$ cat src/rtl/alu8_pkg.sv
package alu8_pkg;

  typedef enum logic [3:0] {
    OP_ADD  = 4'd0,
    OP_ADC  = 4'd1,
    OP_SUB  = 4'd2,
    OP_SBC  = 4'd3,
    OP_AND  = 4'd4,
    OP_XOR  = 4'd5,
    OP_XNOR = 4'd6,
    OP_CMP  = 4'd7,
    OP_SHL  = 4'd8,
    OP_SHR  = 4'd9,
    OP_RLC  = 4'd10,
    OP_RRC  = 4'd11
  } alu_op_e;

  typedef struct packed {
    logic c;
    logic s;
    logic z;
    logic p;
  } alu_flags_t;

endpackage

$ cat src/rtl/alu8_opreg.sv
module alu8_opreg #(
  parameter int W = 8
) (
  input  logic         clk,
  input  logic         rst,
  input  logic         ld,
  input  logic [W-1:0] din,
  output logic [W-1:0] q
);

  always_ff @(posedge clk) begin
    if (rst)     q <= '0;
    else if (ld) q <= din;
  end


  opnd_hold_chk: assert property (@(posedge clk) disable iff (rst)
    !ld |=> $stable(q));

endmodule

$ cat src/rtl/alu8_adder.sv
module alu8_adder #(
  parameter int W = 8
) (
  input  logic [W-1:0] x,
  input  logic [W-1:0] y,
  input  logic         inv_y,
  input  logic         cin,
  output logic [W-1:0] sum,
  output logic         cout
);

  logic [W-1:0] y_eff;
  logic [W:0]   ripple;

  assign ripple[0] = cin;

  // Operand inversion and full-adder chain, one cell per bit
  for (genvar i = 0; i < W; i++) begin : g_cell
    assign y_eff[i]    = y[i] ^ inv_y;
    assign sum[i]      = x[i] ^ y_eff[i] ^ ripple[i];
    assign ripple[i+1] = (x[i] & y_eff[i]) | (ripple[i] & (x[i] ^ y_eff[i]));
  end

  assign cout = ripple[W];

endmodule

$ cat src/rtl/alu8_core.sv
module alu8_core
  import alu8_pkg::*;
#(
  parameter int W = 8
) (
  input  logic [W-1:0] a,
  input  logic [W-1:0] b,
  input  logic [3:0]   op,
  input  logic         cf_in,
  output logic [W-1:0] value,
  output logic         c_new,
  output logic         wr_res,
  output logic         wr_flg
);

  localparam int MSB = W - 1;

  logic         is_sub;
  logic         add_cin;
  logic [W-1:0] add_sum;
  logic         add_cout;

  always_comb begin
    is_sub  = 1'b0;
    add_cin = 1'b0;
    case (op)
      OP_ADC:         add_cin = cf_in;
      OP_SUB, OP_CMP: begin is_sub = 1'b1; add_cin = 1'b1;   end
      OP_SBC:         begin is_sub = 1'b1; add_cin = ~cf_in; end
      default:        ;
    endcase
  end

  alu8_adder #(.W(W)) u_adder (
    .x    (a),
    .y    (b),
    .inv_y(is_sub),
    .cin  (add_cin),
    .sum  (add_sum),
    .cout (add_cout)
  );

  always_comb begin
    value  = '0;
    c_new  = 1'b0;
    wr_res = 1'b1;
    wr_flg = 1'b1;
    case (op)
      OP_ADD, OP_ADC: begin value = add_sum; c_new = add_cout;  end
      OP_SUB, OP_SBC: begin value = add_sum; c_new = ~add_cout; end
      OP_CMP: begin value = add_sum; c_new = ~add_cout; wr_res = 1'b0; end
      OP_AND:  value = a & b;
      OP_XOR:  value = a ^ b;
      OP_XNOR: value = ~(a ^ b);
      OP_SHL:  begin value = {a[MSB-1:0], 1'b0};  c_new = a[MSB]; end
      OP_SHR:  begin value = {1'b0, a[MSB:1]};    c_new = a[0];   end
      OP_RLC:  begin value = {a[MSB-1:0], cf_in}; c_new = a[MSB]; end
      OP_RRC:  begin value = {cf_in, a[MSB:1]};   c_new = a[0];   end
      default: begin wr_res = 1'b0; wr_flg = 1'b0; end
    endcase
  end

endmodule

$ cat src/rtl/alu8_flags.sv
module alu8_flags
  import alu8_pkg::*;
#(
  parameter int W = 8
) (
  input  logic         clk,
  input  logic         rst,
  input  logic         upd,
  input  logic [W-1:0] value,
  input  logic         c_new,
  output alu_flags_t   flg
);

  alu_flags_t nxt;

  always_comb begin
    nxt.c = c_new;
    nxt.s = value[W-1];
    nxt.z = (value == '0);
    nxt.p = ~(^value);
  end

  always_ff @(posedge clk) begin
    if (rst)      flg <= '0;
    else if (upd) flg <= nxt;
  end


  flags_hold_chk: assert property (@(posedge clk) disable iff (rst)
    !upd |=> $stable(flg));

endmodule

$ cat src/rtl/alu8_unit.sv
module alu8_unit
  import alu8_pkg::*;
#(
  parameter int W = 8
) (
  input  logic         clk,
  input  logic         rst,
  input  logic         a_ld,
  input  logic [W-1:0] a_din,
  input  logic         b_ld,
  input  logic [W-1:0] b_din,
  input  logic [3:0]   op,
  input  logic         go,
  input  logic         flag_en,
  output logic [W-1:0] result,
  output logic         cf,
  output logic         sf,
  output logic         zf,
  output logic         pf
);

  logic [W-1:0] a_q, b_q;
  logic [W-1:0] value;
  logic         c_new, wr_res, wr_flg;
  alu_flags_t   flg;

  alu8_opreg #(.W(W)) u_reg_a (
    .clk(clk), .rst(rst), .ld(a_ld), .din(a_din), .q(a_q)
  );

  alu8_opreg #(.W(W)) u_reg_b (
    .clk(clk), .rst(rst), .ld(b_ld), .din(b_din), .q(b_q)
  );

  alu8_core #(.W(W)) u_core (
    .a     (a_q),
    .b     (b_q),
    .op    (op),
    .cf_in (flg.c),
    .value (value),
    .c_new (c_new),
    .wr_res(wr_res),
    .wr_flg(wr_flg)
  );

  alu8_flags #(.W(W)) u_flags (
    .clk  (clk),
    .rst  (rst),
    .upd  (go & flag_en & wr_flg),
    .value(value),
    .c_new(c_new),
    .flg  (flg)
  );

  always_ff @(posedge clk) begin
    if (rst)               result <= '0;
    else if (go && wr_res) result <= value;
  end

  assign cf = flg.c;
  assign sf = flg.s;
  assign zf = flg.z;
  assign pf = flg.p;

  logic op_writes;
  assign op_writes = (op <= 4'd6) || (op >= 4'd8 && op <= 4'd11);


  cmp_keep_chk: assert property (@(posedge clk) disable iff (rst)
    go && op == 4'd7 |=> $stable(result));


  rsvd_nop_chk: assert property (@(posedge clk) disable iff (rst)
    go && op >= 4'd12 |=> $stable(result) && $stable({cf, sf, zf, pf}));


  logic_cf_chk: assert property (@(posedge clk) disable iff (rst)
    go && flag_en && op >= 4'd4 && op <= 4'd6 |=> !cf);


  zero_flag_chk: assert property (@(posedge clk) disable iff (rst)
    go && flag_en && op_writes |=> zf == (result == '0));


  sign_flag_chk: assert property (@(posedge clk) disable iff (rst)
    go && flag_en && op_writes |=> sf == result[W-1]);


  parity_flag_chk: assert property (@(posedge clk) disable iff (rst)
    go && flag_en && op_writes |=> pf == ($countones(result) % 2 == 0));


  no_flag_en_chk: assert property (@(posedge clk) disable iff (rst)
    !(go && flag_en) |=> $stable({cf, sf, zf, pf}));

endmodule

$ cat config.mk
export PLATFORM = sky130hd
export DESIGN_NAME = alu8_unit
export DESIGN_NICKNAME = d
export VERILOG_FILES = /design/src/rtl/alu8_pkg.sv /design/src/rtl/alu8_opreg.sv /design/src/rtl/alu8_adder.sv /design/src/rtl/alu8_core.sv /design/src/rtl/alu8_flags.sv /design/src/rtl/alu8_unit.sv
export SDC_FILE = /design/constraint.sdc
export NUM_CORES = 1
export LEC_CHECK = 0
export BUFFER_PORTS_ARGS = -buffer_cell sky130_fd_sc_hd__buf_2
export CORE_MARGIN = 2
export CORE_UTILIZATION = 30
export CTS_CLUSTER_DIAMETER = 30
export DETAILED_ROUTE_END_ITERATION = 10
export HOLD_SLACK_MARGIN = 0.05
export PLACE_DENSITY = 0.48
export SLEW_MARGIN = 5
export SYNTH_ARGS = -nofsm -noshare
export SYNTH_HDL_FRONTEND = slang
export SYNTH_SLANG_ARGS = --single-unit
$ cat constraint.sdc
create_clock -name clk -period 8.33 [get_ports clk]
set_input_delay 0.833 -clock clk [delete_from_list [all_inputs] [get_ports clk]]
set_output_delay 0.833 -clock clk [all_outputs]
set_load 0.01 [all_outputs]
==> reports/metrics.cfg <==
[status]
outcome=finished clean

[timing]
max_freq_mhz=165
rsz0062_at_grt=false
finalSetupViolCount=0
hold_viol=0
tightestPinTransition_ps=781
fin_tns_setup_ps=0
fin_crit_sh_pct=72.6
fin_crit_ps=6040
finalMaxSlewViolations=0
relSlewSlack_pct=47.8
skew_ps=7.74

[route]
wirelength_um=4940
wl_per_cell_um=15.5
postRouteAntennaNets=0
first_iter_violations=125
dr_total_vias=1618
viasPerCell=5.07
drc=0
first_pass_iters=5

[placement]
gp_congestion=0.853
hpwl_um=3680
dpl_cell_area_um2=2250
io_buffer_count=37

[synthesis]
netlist_instances=212
yosysSeqAreaShare_pct=27.4
syn_area_per_cell_um2=9.64
synth_edf_count=0
ys.flop_type=dfxtp_1
yosysTopAreaCell=dfxtp_1
syn-cell-area_um2=2040
yosys_warnings=0
synth.area.top_cells=dfxtp_1, mux2i_1, fa_1
syn-num-nets=258
async_reset_ff_share_pct=0
synth.distinct_cells=41
ys_seq_elements=28
synth_top_area_share_pct=27.4

[cells_and_area]
area_growth_pct=13.5
num_antenna_cells=0
layout_commonest_cell=buf_2
fillers=715
stdcell_area_um2=2320
final_cell_mix=buf_2, nor2_1, dfxtp_1, mux2i_1
utilization_pct=34.7
final_nets=286
layout-drive-gt1-share_pct=23.4

[clock_tree]
insertion_delay_ps=280
tritoncts=yes
cts_setup_buffers=0
cts_buffers=3
clk_path_buf_depth=2
clock_sinks=28
holdBufCountCts=0
cts_resized=0
clkTransAtPathRegs_ps=110
htree_levels=1
clockRootBuffer=clkbuf_8

[die]
start_util_pct=30.6
die_h_um=86.5
rows=30
pin_count=38
fp.dieArea_um2=7490
core_um2=6680
die_w_um=86.5

[worst_hold_path]
hold_class=reg2reg

[setup_path]
critPathLaunchType=primary input
path_max_fanout=22
rrSetupSlack_ps=3250
cp-end-kind=register
worstSetupPathType=in2reg
arrival_ps=6210
required_ps=8490

[power_and_ir_drop]
powerDensity_nw_per_um2=160
leakage_nw=1.00
vdd_drop_max_mv=0.0848

[grt]
grt_pass1_vias=1586
antenna_found_initial=0
grt_overflow=0
grt_pass1_wl_um=8210
grt_usage_pct=13.9
grt_max_degree=29

[flow_run]
cap_violations=0

synthesized netlist by cell type (3+ instances only):
cell / instances
dfxtp_1: 28
nor2_1: 29
ha_1: 12
inv_1: 12
a211oi_1: 7
buf_6: 3
and2_1: 5
buf_2: 5
a222oi_1: 11
mux2i_1: 19
fa_1: 8
a21oi_1: 8
xnor2_1: 9
nor2b_1: 7
clkbuf_1: 6
nand2_1: 5
nand2b_1: 3
mux2_2: 6
sequential cells by signal (all words and copies together), names as in the netlist:
register     flops
u_reg_b.q        8
u_flags.flg      4
u_reg_a.q        8
result           8
final timing paths:
path / depth (start not counted) / to / startpoint
worst max-delay path: 22 / u_flags.flg[0] / op[0]
worst min-delay path: 2 / result[4] / result[4]
worst max register to register: 22 / u_flags.flg[0] / u_flags.flg[3]
worst min register to register: 2 / result[4] / result[4]
metrics by stage:
| stage | power, mW | setup slack, ps | hold WS [ps] | std cells |
|---|---|---|---|---|
| 4_1_cts | 0.378 | 2240 | 504 | 319 |
| 6_report | 0.370 | 2290 | 502 | 319 |
| 5_1_grt | 0.398 | 1890 | 546 | 319 |
| 3_3_place_gp | 0.264 | 2050 | 487 | 315 |
| 2_1_floorplan | 0.236 | 2560 | 507 | 212 |
| 3_5_place_dp | 0.264 | 1960 | 488 | 315 |
per-layer routing:
metal / GRT usage (%) / up-vias / routed length, µm
li1: - / 818 / -
met1: 19.5 / 753 / 2350
met2: 22.7 / 41 / 2340
met3: 1.71 / 6 / 191
met4: 3.69 / 0 / 55
met5: 0 / - / 0
worst max-delay path, cell delays in order:
cell	delay [ps]
buf_2	350
nor2b_1	110
or3_1	530
xnor2_1	210
fa_1	420
fa_1	440
fa_1	430
fa_1	420
fa_1	370
inv_1	80
fa_1	200
fa_1	180
inv_1	50
fa_1	430
nand2b_1	80
a21oi_1	50
nor4_2	270
ha_1	310
xnor2_1	180
xnor2_1	90
mux2i_1	130
nor2_1	50
where the power goes:
group          internal, mW  switching, mW  total [mW]
combinational        0.0525         0.0555       0.108
sequential            0.143        0.00889       0.152
clock                0.0644         0.0455       0.110
total                 0.260          0.110       0.370
logic make-up after synthesis:
logic type / synth area share [%]
DFF: 27.4
adders and majority gates: 15.2
and+or+nand+nor: 18.7
muxes: 12.6
AOI/OAI and AO/OA: 15.1
xor gates and xnor gates: 4.72
buffers and inverters: 6.18
area by class of cell:
type	count	area (µm²)	area share, %
tap	80	100	4.32
timing repair buffer	37	185	7.99
clock inverter	1	30.0	1.30
sequential	28	561	24.2
inverter	12	45.0	1.94
clock buffer	3	41.3	1.78
multi-input combinational	158	1360	58.5
Power figures use the tool's default switching activity.
